===== config.mk =====
export PLATFORM = sky130hd
export DESIGN_NAME = bytepair_word_rx
export DESIGN_NICKNAME = d
export VERILOG_FILES = /design/src/rtl/bpw_pkg.sv /design/src/rtl/bpw_sync.sv /design/src/rtl/bpw_edge.sv /design/src/rtl/bpw_capture.sv /design/src/rtl/bytepair_word_rx.sv
export SDC_FILE = /design/constraint.sdc
export NUM_CORES = 1
export LEC_CHECK = 0
export ABC_AREA = 1
export BUFFER_PORTS_ARGS = -buffer_cell sky130_fd_sc_hd__buf_2
export CAP_MARGIN = 0
export CORE_UTILIZATION = 30
export DETAILED_ROUTE_END_ITERATION = 12
export SETUP_SLACK_MARGIN = 0.15
export SLEW_MARGIN = 20
export SYNTH_ARGS = -nofsm -noshare
export SYNTH_HDL_FRONTEND = slang
export SYNTH_SLANG_ARGS = --single-unit

===== constraint.sdc =====
create_clock -name clk -period 1.3 [get_ports clk]
set_input_delay 0.195 -clock clk [delete_from_list [all_inputs] [get_ports clk]]
set_output_delay 0.195 -clock clk [all_outputs]
set_load 0.05 [all_outputs]

===== src/rtl/bpw_pkg.sv =====
package bpw_pkg;
  // Strobe edge events, one cycle each, in the system clock domain.
  typedef struct packed {
    logic rise;
    logic fall;
  } edge_ev_t;
endpackage


===== src/rtl/bpw_sync.sv =====
module bpw_sync #(
  parameter int W      = 1,
  parameter int STAGES = 2
) (
  input  logic         clk,
  input  logic         rst_n,
  input  logic [W-1:0] d_i,
  output logic [W-1:0] q_o
);
  logic [W-1:0] stg [STAGES];

  generate
    for (genvar s = 0; s < STAGES; s++) begin : g_stage
      if (s == 0) begin : g_first
        always_ff @(posedge clk or negedge rst_n) begin
          if (!rst_n) stg[s] <= '0;
          else        stg[s] <= d_i;
        end
      end else begin : g_next
        always_ff @(posedge clk or negedge rst_n) begin
          if (!rst_n) stg[s] <= '0;
          else        stg[s] <= stg[s-1];
        end
      end
    end
  endgenerate

  assign q_o = stg[STAGES-1];
endmodule


===== src/rtl/bpw_edge.sv =====
module bpw_edge
  import bpw_pkg::*;
#(
  parameter int STAGES = 2
) (
  input  logic     clk,
  input  logic     rst_n,
  input  logic     lvl_i,
  output edge_ev_t ev_o
);
  // Hold off edge detection until the synchroniser output reflects the pin.
  localparam int LIM = STAGES + 1;
  localparam int CW  = $clog2(LIM + 1);
  localparam logic [CW-1:0] LIM_C = CW'(LIM);

  logic          prev_q;
  logic [CW-1:0] warm_q;

  always_ff @(posedge clk or negedge rst_n) begin
    if (!rst_n) begin
      prev_q <= 1'b0;
      warm_q <= '0;
      ev_o   <= '0;
    end else begin
      prev_q <= lvl_i;
      if (warm_q != LIM_C) begin
        warm_q <= warm_q + 1'b1;
        ev_o   <= '0;
      end else begin
        ev_o.rise <= lvl_i & ~prev_q;
        ev_o.fall <= ~lvl_i & prev_q;
      end
    end
  end

  // consecutive events are at least two cycles apart.
  assert_edge_spacing_R2: assert property (@(posedge clk) disable iff (!rst_n)
    (ev_o.rise || ev_o.fall) |=> !(ev_o.rise || ev_o.fall));
endmodule


===== src/rtl/bpw_capture.sv =====
module bpw_capture
  import bpw_pkg::*;
#(
  parameter int BYTE_W = 8
) (
  input  logic                clk,
  input  logic                rst_n,
  input  edge_ev_t            ev_i,
  input  logic [BYTE_W-1:0]   byte_i,
  input  logic                clip_i,
  input  logic                hi_first_i,
  input  logic                sync_upd_i,
  output logic [2*BYTE_W-1:0] word_o,
  output logic                clip_o,
  output logic                valid_o,
  output logic                frame_err_o
);
  localparam int WORD_W = 2 * BYTE_W;

  logic [BYTE_W-1:0] first_q;
  logic              armed_q;
  logic [WORD_W-1:0] full_w;
  logic              pair_done;
  logic              hb_event;

  assign full_w    = hi_first_i ? {first_q, byte_i} : {byte_i, first_q};
  assign pair_done = ev_i.fall & armed_q;
  assign hb_event  = (ev_i.rise & hi_first_i) | (pair_done & ~hi_first_i);

  always_ff @(posedge clk or negedge rst_n) begin
    if (!rst_n) begin
      first_q     <= '0;
      armed_q     <= 1'b0;
      word_o      <= '0;
      clip_o      <= 1'b0;
      valid_o     <= 1'b0;
      frame_err_o <= 1'b0;
    end else begin
      valid_o <= 1'b0;
      if (hb_event) clip_o <= clip_i;
      if (ev_i.rise) begin
        armed_q <= 1'b1;
        first_q <= byte_i;
        if (!sync_upd_i) begin
          if (hi_first_i) word_o[WORD_W-1:BYTE_W] <= byte_i;
          else            word_o[BYTE_W-1:0]      <= byte_i;
        end
      end
      if (ev_i.fall) begin
        if (armed_q) begin
          armed_q <= 1'b0;
          word_o  <= full_w;
          valid_o <= 1'b1;
        end else begin
          frame_err_o <= 1'b1;
        end
      end
    end
  end

  // the valid strobe is a single cycle wide.
  assert_valid_pulse_R5: assert property (@(posedge clk) disable iff (!rst_n)
    valid_o |=> !valid_o);
  // a valid pulse always follows a framed fall.
  assert_valid_cause_R5: assert property (@(posedge clk) disable iff (!rst_n)
    valid_o |-> $past(ev_i.fall));
  // in synchronous mode the word only moves on pair completion.
  assert_sync_stable_R6: assert property (@(posedge clk) disable iff (!rst_n)
    (sync_upd_i && !pair_done) |=> $stable(word_o));
  // the clip flag only moves with the high byte edge.
  assert_clip_hold_R4: assert property (@(posedge clk) disable iff (!rst_n)
    !hb_event |=> $stable(clip_o));
  // the framing error is sticky.
  assert_ferr_sticky_R8: assert property (@(posedge clk) disable iff (!rst_n)
    frame_err_o |=> frame_err_o);
  // an orphan fall never yields a word.
  assert_orphan_quiet_R8: assert property (@(posedge clk) disable iff (!rst_n)
    (ev_i.fall && !armed_q) |=> (!valid_o && $stable(word_o)));
endmodule


===== src/rtl/bytepair_word_rx.sv =====
module bytepair_word_rx
  import bpw_pkg::*;
#(
  parameter int BYTE_W      = 8,
  parameter int SYNC_STAGES = 2
) (
  input  logic                clk,
  input  logic                rst_n,
  input  logic                strb_i,
  input  logic [BYTE_W-1:0]   data_i,
  input  logic                clip_i,
  input  logic                hi_first_i,
  input  logic                sync_upd_i,
  input  logic                oe_i,
  output logic [2*BYTE_W-1:0] word_o,
  output logic                clip_o,
  output logic                word_valid_o,
  output logic                frame_err_o
);
  localparam int WORD_W = 2 * BYTE_W;
  localparam int BUS_W  = BYTE_W + 2;

  logic [BUS_W-1:0]  bus_s;
  logic              strb_s;
  logic [BYTE_W-1:0] data_s;
  logic              clip_s;
  edge_ev_t          ev;
  logic [WORD_W-1:0] word_r;

  // Strobe, byte and clip share one synchroniser so they stay aligned.
  bpw_sync #(.W(BUS_W), .STAGES(SYNC_STAGES)) u_sync (
    .clk   (clk),
    .rst_n (rst_n),
    .d_i   ({strb_i, clip_i, data_i}),
    .q_o   (bus_s)
  );
  assign {strb_s, clip_s, data_s} = bus_s;

  bpw_edge #(.STAGES(SYNC_STAGES)) u_edge (
    .clk   (clk),
    .rst_n (rst_n),
    .lvl_i (strb_s),
    .ev_o  (ev)
  );

  bpw_capture #(.BYTE_W(BYTE_W)) u_cap (
    .clk         (clk),
    .rst_n       (rst_n),
    .ev_i        (ev),
    .byte_i      (data_s),
    .clip_i      (clip_s),
    .hi_first_i  (hi_first_i),
    .sync_upd_i  (sync_upd_i),
    .word_o      (word_r),
    .clip_o      (clip_o),
    .valid_o     (word_valid_o),
    .frame_err_o (frame_err_o)
  );

  assign word_o = oe_i ? word_r : '0;

  // when re-enabled the held word shows unchanged if nothing was captured.
  assert_oe_restore_R9: assert property (@(posedge clk) disable iff (!rst_n)
    ($rose(oe_i) && !word_valid_o && !$past(word_valid_o)) |-> (word_o == $past(word_r)));
endmodule


# Yosys cells after proc, flatten, opt, wreduce, memory -nomap -nowiden
# Index checks and enable logic that the tools add are counted.
# totals
elab_cells	39
latchBits	0
regBits	53
mem_bits_ro	0
ramBits	0
n_memories	0
# classes
shift	0
mux	14
bitwise_logic	10
reduce_logical	1
n_mul	0
order_cmp	0
div	0
addsub	1
n_eq_ne	1
# ops
op	count
$mux W16	6
$mux W8	2
$and A1 B1 Y1	5
$mux W1	5
$not A1 Y1	4
$add A2 B1 Y2 const B	1
$mux W2	1
$ne A2 B2 Y1 const B	1
$reduce_and A2 Y1	1
$or A1 B1 Y1	1

# Depth between registers and ports, before layout
# depth
ltp_word	5
mapped_depth	7

# Cells and area by module
# Synthesis repeated with hierarchy kept, for this count alone.
# hier_totals
hier_cells	309
area_unflattened_um2	2496.1
# by_module_without_submodules
module	seq_area_each_um2	cells_per_inst	instances	area_per_inst_um2
bpw_capture	700.7	226	1	1561.5
bpw_sync	500.5	30	1	575.6
bpw_edge	125.1	19	1	195.2
bytepair_word_rx	0.0	34	1	163.9

# Least setup slack after synthesis
# No wires, ideal clock.
# synth_timing
path_kind	in2out
startpoint	input port oe_i
endpoint	output port word_o[10]
t_arrival_ps	959
stages	4
slack_ps	146
path_cell_list	clkbuf_1 > buf_2 > nand2_1 > inv_1
# synth_via
elab_chain_cells	1
# synth_lines
element	line	source
start: declaration	bytepair_word_rx.sv:14	input logic oe_i,
$mux W16	bytepair_word_rx.sv:60	assign word_o = oe_i ? word_r : '0;
end: declaration	bytepair_word_rx.sv:15	output logic [2*BYTE_W-1:0] word_o,
# Every way passes these cells.

# Worst setup path after layout
# layout_timing
startpoint	register u_cap.word_o[7]
endpoint	output port word_o[7]
# layout_via
elab_chain_cells	1
# layout_lines
element	line	source
start: declaration	bpw_capture.sv:13	output logic [2*BYTE_W-1:0] word_o,
start signal: indexed assignment	bpw_capture.sv:45	if (hi_first_i) word_o[WORD_W-1:BYTE_W] <= byte_i;
start signal: indexed assignment	bpw_capture.sv:46	else word_o[BYTE_W-1:0] <= byte_i;
start signal: assignment	bpw_capture.sv:52	word_o <= full_w;
$mux W16	bytepair_word_rx.sv:60	
# Every way passes these cells.

==> run summary <==
Outcome: completed
Yosys cell types: 22
RSZ-0062 raised after global routing: yes
Rows: 31
Diodes inserted: 0
Crit share post-route: 0.936
Register Area: 1330 sq um
Crit path time final: 1220 ps
Hold Slack: 292 ps
Area of the multi-input gates: 803 sq um
Hold worst-path end: u_cap.word_o[15]
GRT Util Overall: 0.122
Post-Synth Adder-Cell Area: 0.00531
First-pass GRT wire length: 8.07 mm
DIE AREA: 8220 sq um
Critical path type: reg -> out
Mux contribution to synthesized area: 0.00477
Min-Delay Startpoint: sync_upd_i
Slew headroom: 0.742
Hold Path Depth: 5
Syn Nets: 306
Worst-margin pin slew: 387 ps
TritonCTS clock tree: done
Max clock buf depth: 2
Max IR drop VDD: 0.385 mV
CP required: 1110 ps
PnR worst setup slack: 83.1 ps
Max Slew Vio Count: 0
Syn avg cell area: 8.13 sq um
R2R Path Start: u_edge.warm_q[0]
Violation count after the first detailed-route iteration: 201
# clock sinks: 53
Clock Latency Late Sink: 300 ps
Via count: 1849
Setup violators final: 0
Startpoint Class: flip-flop
Max_cap viols: 0
Largest family of logic cells by synthesized area: simple AND/OR/NAND/NOR gates
Cells on worst reg2reg path: 2
PortBufs: 33
R2R setup slack: 230 ps
Routed WL per cell: 10.3 um
Synth Warn #: 0
Pleak: 1.60 nW
Post-synthesis cell count: 290
Initial antenna violation count: 0
CP max FO: 2
Final Core Density: 0.420
Number of global-route vias before repair: 1751
Core Box Area: 7410 sq um
DP Worst Slack: 116 ps
Hold Violations, Final: 0
Fmax: 822 MHz
Post-synthesis simple-gate area fraction: 0.261
WP data arrival: 1020 ps
Pin count of the biggest net entering global routing: 39
Hold Path Class: in -> reg
Gpl congestion: 0.905
Xor and xnor area share after synthesis: 0.00371
DRT Pass-1 Iters: 4
Compound-Gate Fraction of Synth Area: 0.0499
Starting density of the core: 0.318
Post-route ant nets: 0
Power Density: 1410 nW/um^2
Synthesized area: 2360 sq um
DR DRC count: 0
H-tree depth: 2
Routed vias/inst: 4.14
DRT Wirelength: 4.59 mm
Cts bufs inserted: 5
CP endpoint kind: output pin
Seq cells post-synth: 53
Top Ports: 34
Die width: 90.7 um
Root Driver: clkbuf_8
Hpwl dp: 3.35 mm
Seq/Total Area, Yosys: 0.562
Clock slew at reported path FFs: 90 ps
Grt ovf: 0
Layout cells sized above 1: 0.267
Fin nets: 364
Layout area overhead: 32.0%
Chip height: 90.7 um
Worst Skew: 3.49 ps
Post-Route Setup TNS: 0 ps
Fill cell count: 752
Reg-to-Reg End: u_edge.warm_q[1]
-- synth_stat cells --
| cell type | instances | area share |
|---|---|---|
| buf_2 | 3 | 0.0064 |
| xnor2_1 | 1 | 0.0037 |
| ha_1 | 1 | 0.0053 |
| nand3_2 | 1 | 0.0042 |
| a21o_1 | 1 | 0.0032 |
| nand3_1 | 13 | 0.028 |
| mux2_2 | 1 | 0.0048 |
| nor2_2 | 1 | 0.0027 |
| nand2_1 | 104 | 0.17 |
| nor2_4 | 1 | 0.0048 |
| dfrtp_1 | 53 | 0.56 |
| o21ai_1 | 6 | 0.013 |
| nor2_1 | 27 | 0.043 |
| inv_2 | 5 | 0.0080 |
| buf_6 | 4 | 0.019 |
| nand4_1 | 3 | 0.0080 |
| a21oi_1 | 3 | 0.0064 |
| clkbuf_1 | 1 | 0.0016 |
| inv_1 | 43 | 0.068 |
| nand2_2 | 2 | 0.0053 |
| o21ai_0 | 13 | 0.028 |
| buf_4 | 3 | 0.0095 |
-- repair_timing --
action / CTS / global route
hold buffers: 11 / 0
setup buffers: 6 / 9
resized for setup: 42 / 11
hold endpoints to repair: 25 / 0
setup endpoints to repair: 31 / 33
-- sequential cells by signal, indices dropped and copies added, names as in the netlist --
register and flops:
u_cap.clip_o 1, u_cap.word_o 16, u_cap.armed_q 1, u_edge.warm_q 2, u_cap.first_q 8, u_cap.frame_err_o 1, u_sync.stg 10, u_edge.ev_o 2
u_edge.prev_q 1, u_cap.valid_o 1, u_sync.q_o 10
-- per-stage QoR --
step                cell area [sq um]  power [W]  cells
CTS                              3020    0.00435    438
global route                     3110    0.00471    447
global placement                 2630    0.00301    414
floorplan                        2400    0.00280    290
detailed placement               2630    0.00303    414
finish                           3110    0.00440    447
-- kinds of logic (layout without fill, tap and decap cells) --
| logic type | after synthesis | in the layout |
|---|---|---|
| simple gates | 152 | 152 |
| buf+inv | 59 | 117 |
| xor+xnor | 1 | 1 |
| fa+ha+maj | 1 | 1 |
| compound gates | 23 | 23 |
| mux | 1 | 1 |
| flops | 53 | 53 |
-- worst max-delay path, stage by stage, from the launching register on --
cell and delay (ps):
dfrtp_1 400, nand2_2 90, clkinvlp_4 80, buf_6 150
-- worst max path at each step --
| stage | startpoint | to | slack [ps] | cells past startpoint |
|---|---|---|---|---|
| 2_1_floorplan | oe_i | word_o[14] | 220 | 4 |
| 3_3_place_gp | hi_first_i | u_cap.word_o[1] | 130 | 7 |
| 3_5_place_dp | u_edge.ev_o[1] | u_cap.word_o[4] | 120 | 5 |
| 4_1_cts | u_cap.word_o[13] | word_o[13] | 70 | 3 |
| 5_1_grt | u_cap.word_o[7] | word_o[7] | 20 | 3 |
| 6_report | u_cap.word_o[7] | word_o[7] | 80 | 3 |
-- report_power, final --
group          internal (W)  switching [W]
sequential          0.00187       0.000140
combinational      0.000547       0.000786
clock              0.000560       0.000504
-- final cells by class --
cell class	instances	share of cell area
clock buffers	5	0.0221
well taps	99	0.0398
flip-flops and latches	53	0.426
clock inverters	2	0.0112
multi-input cells	178	0.258
repair buffers	62	0.172
inverters	48	0.0707
-- placed cells by master (no fill, tap or decap) --
master	n
nand2_1	94
o21ai_1	6
clkbuf_8	5
nand4_1	3
nand3_1	13
bufinv_16	1
nor2_4	2
clkinvlp_4	10
clkbuf_4	2
inv_2	6
dfrtp_2	1
o21ai_0	13
nor2_1	27
mux2_2	1
nand2_2	11
inv_4	1
dfrtp_1	52
clkinv_2	1
buf_6	16
nand3_2	1
xnor2_1	1
nand2_4	1
buf_2	15
a21oi_1	3
ha_2	1
dlygate4sd3_1	11
buf_8	1
buf_12	1
a21o_1	1
buf_4	16
inv_1	31
-- metal layers --
| layer | vias to the layer above | routed length, um | share of wire | GRT usage |
|---|---|---|---|---|
| met3 | 6 | 220 | 0.048 | 0.0320 |
| met2 | 43 | 2050 | 0.45 | 0.189 |
| met1 | 821 | 2260 | 0.49 | 0.165 |
| li1 | 979 | - | - | - |
| met4 | 0 | 63 | 0.014 | 0.0403 |
| met5 | - | 0 | 0 | 0 |
Power figures use the tool's default switching activity.
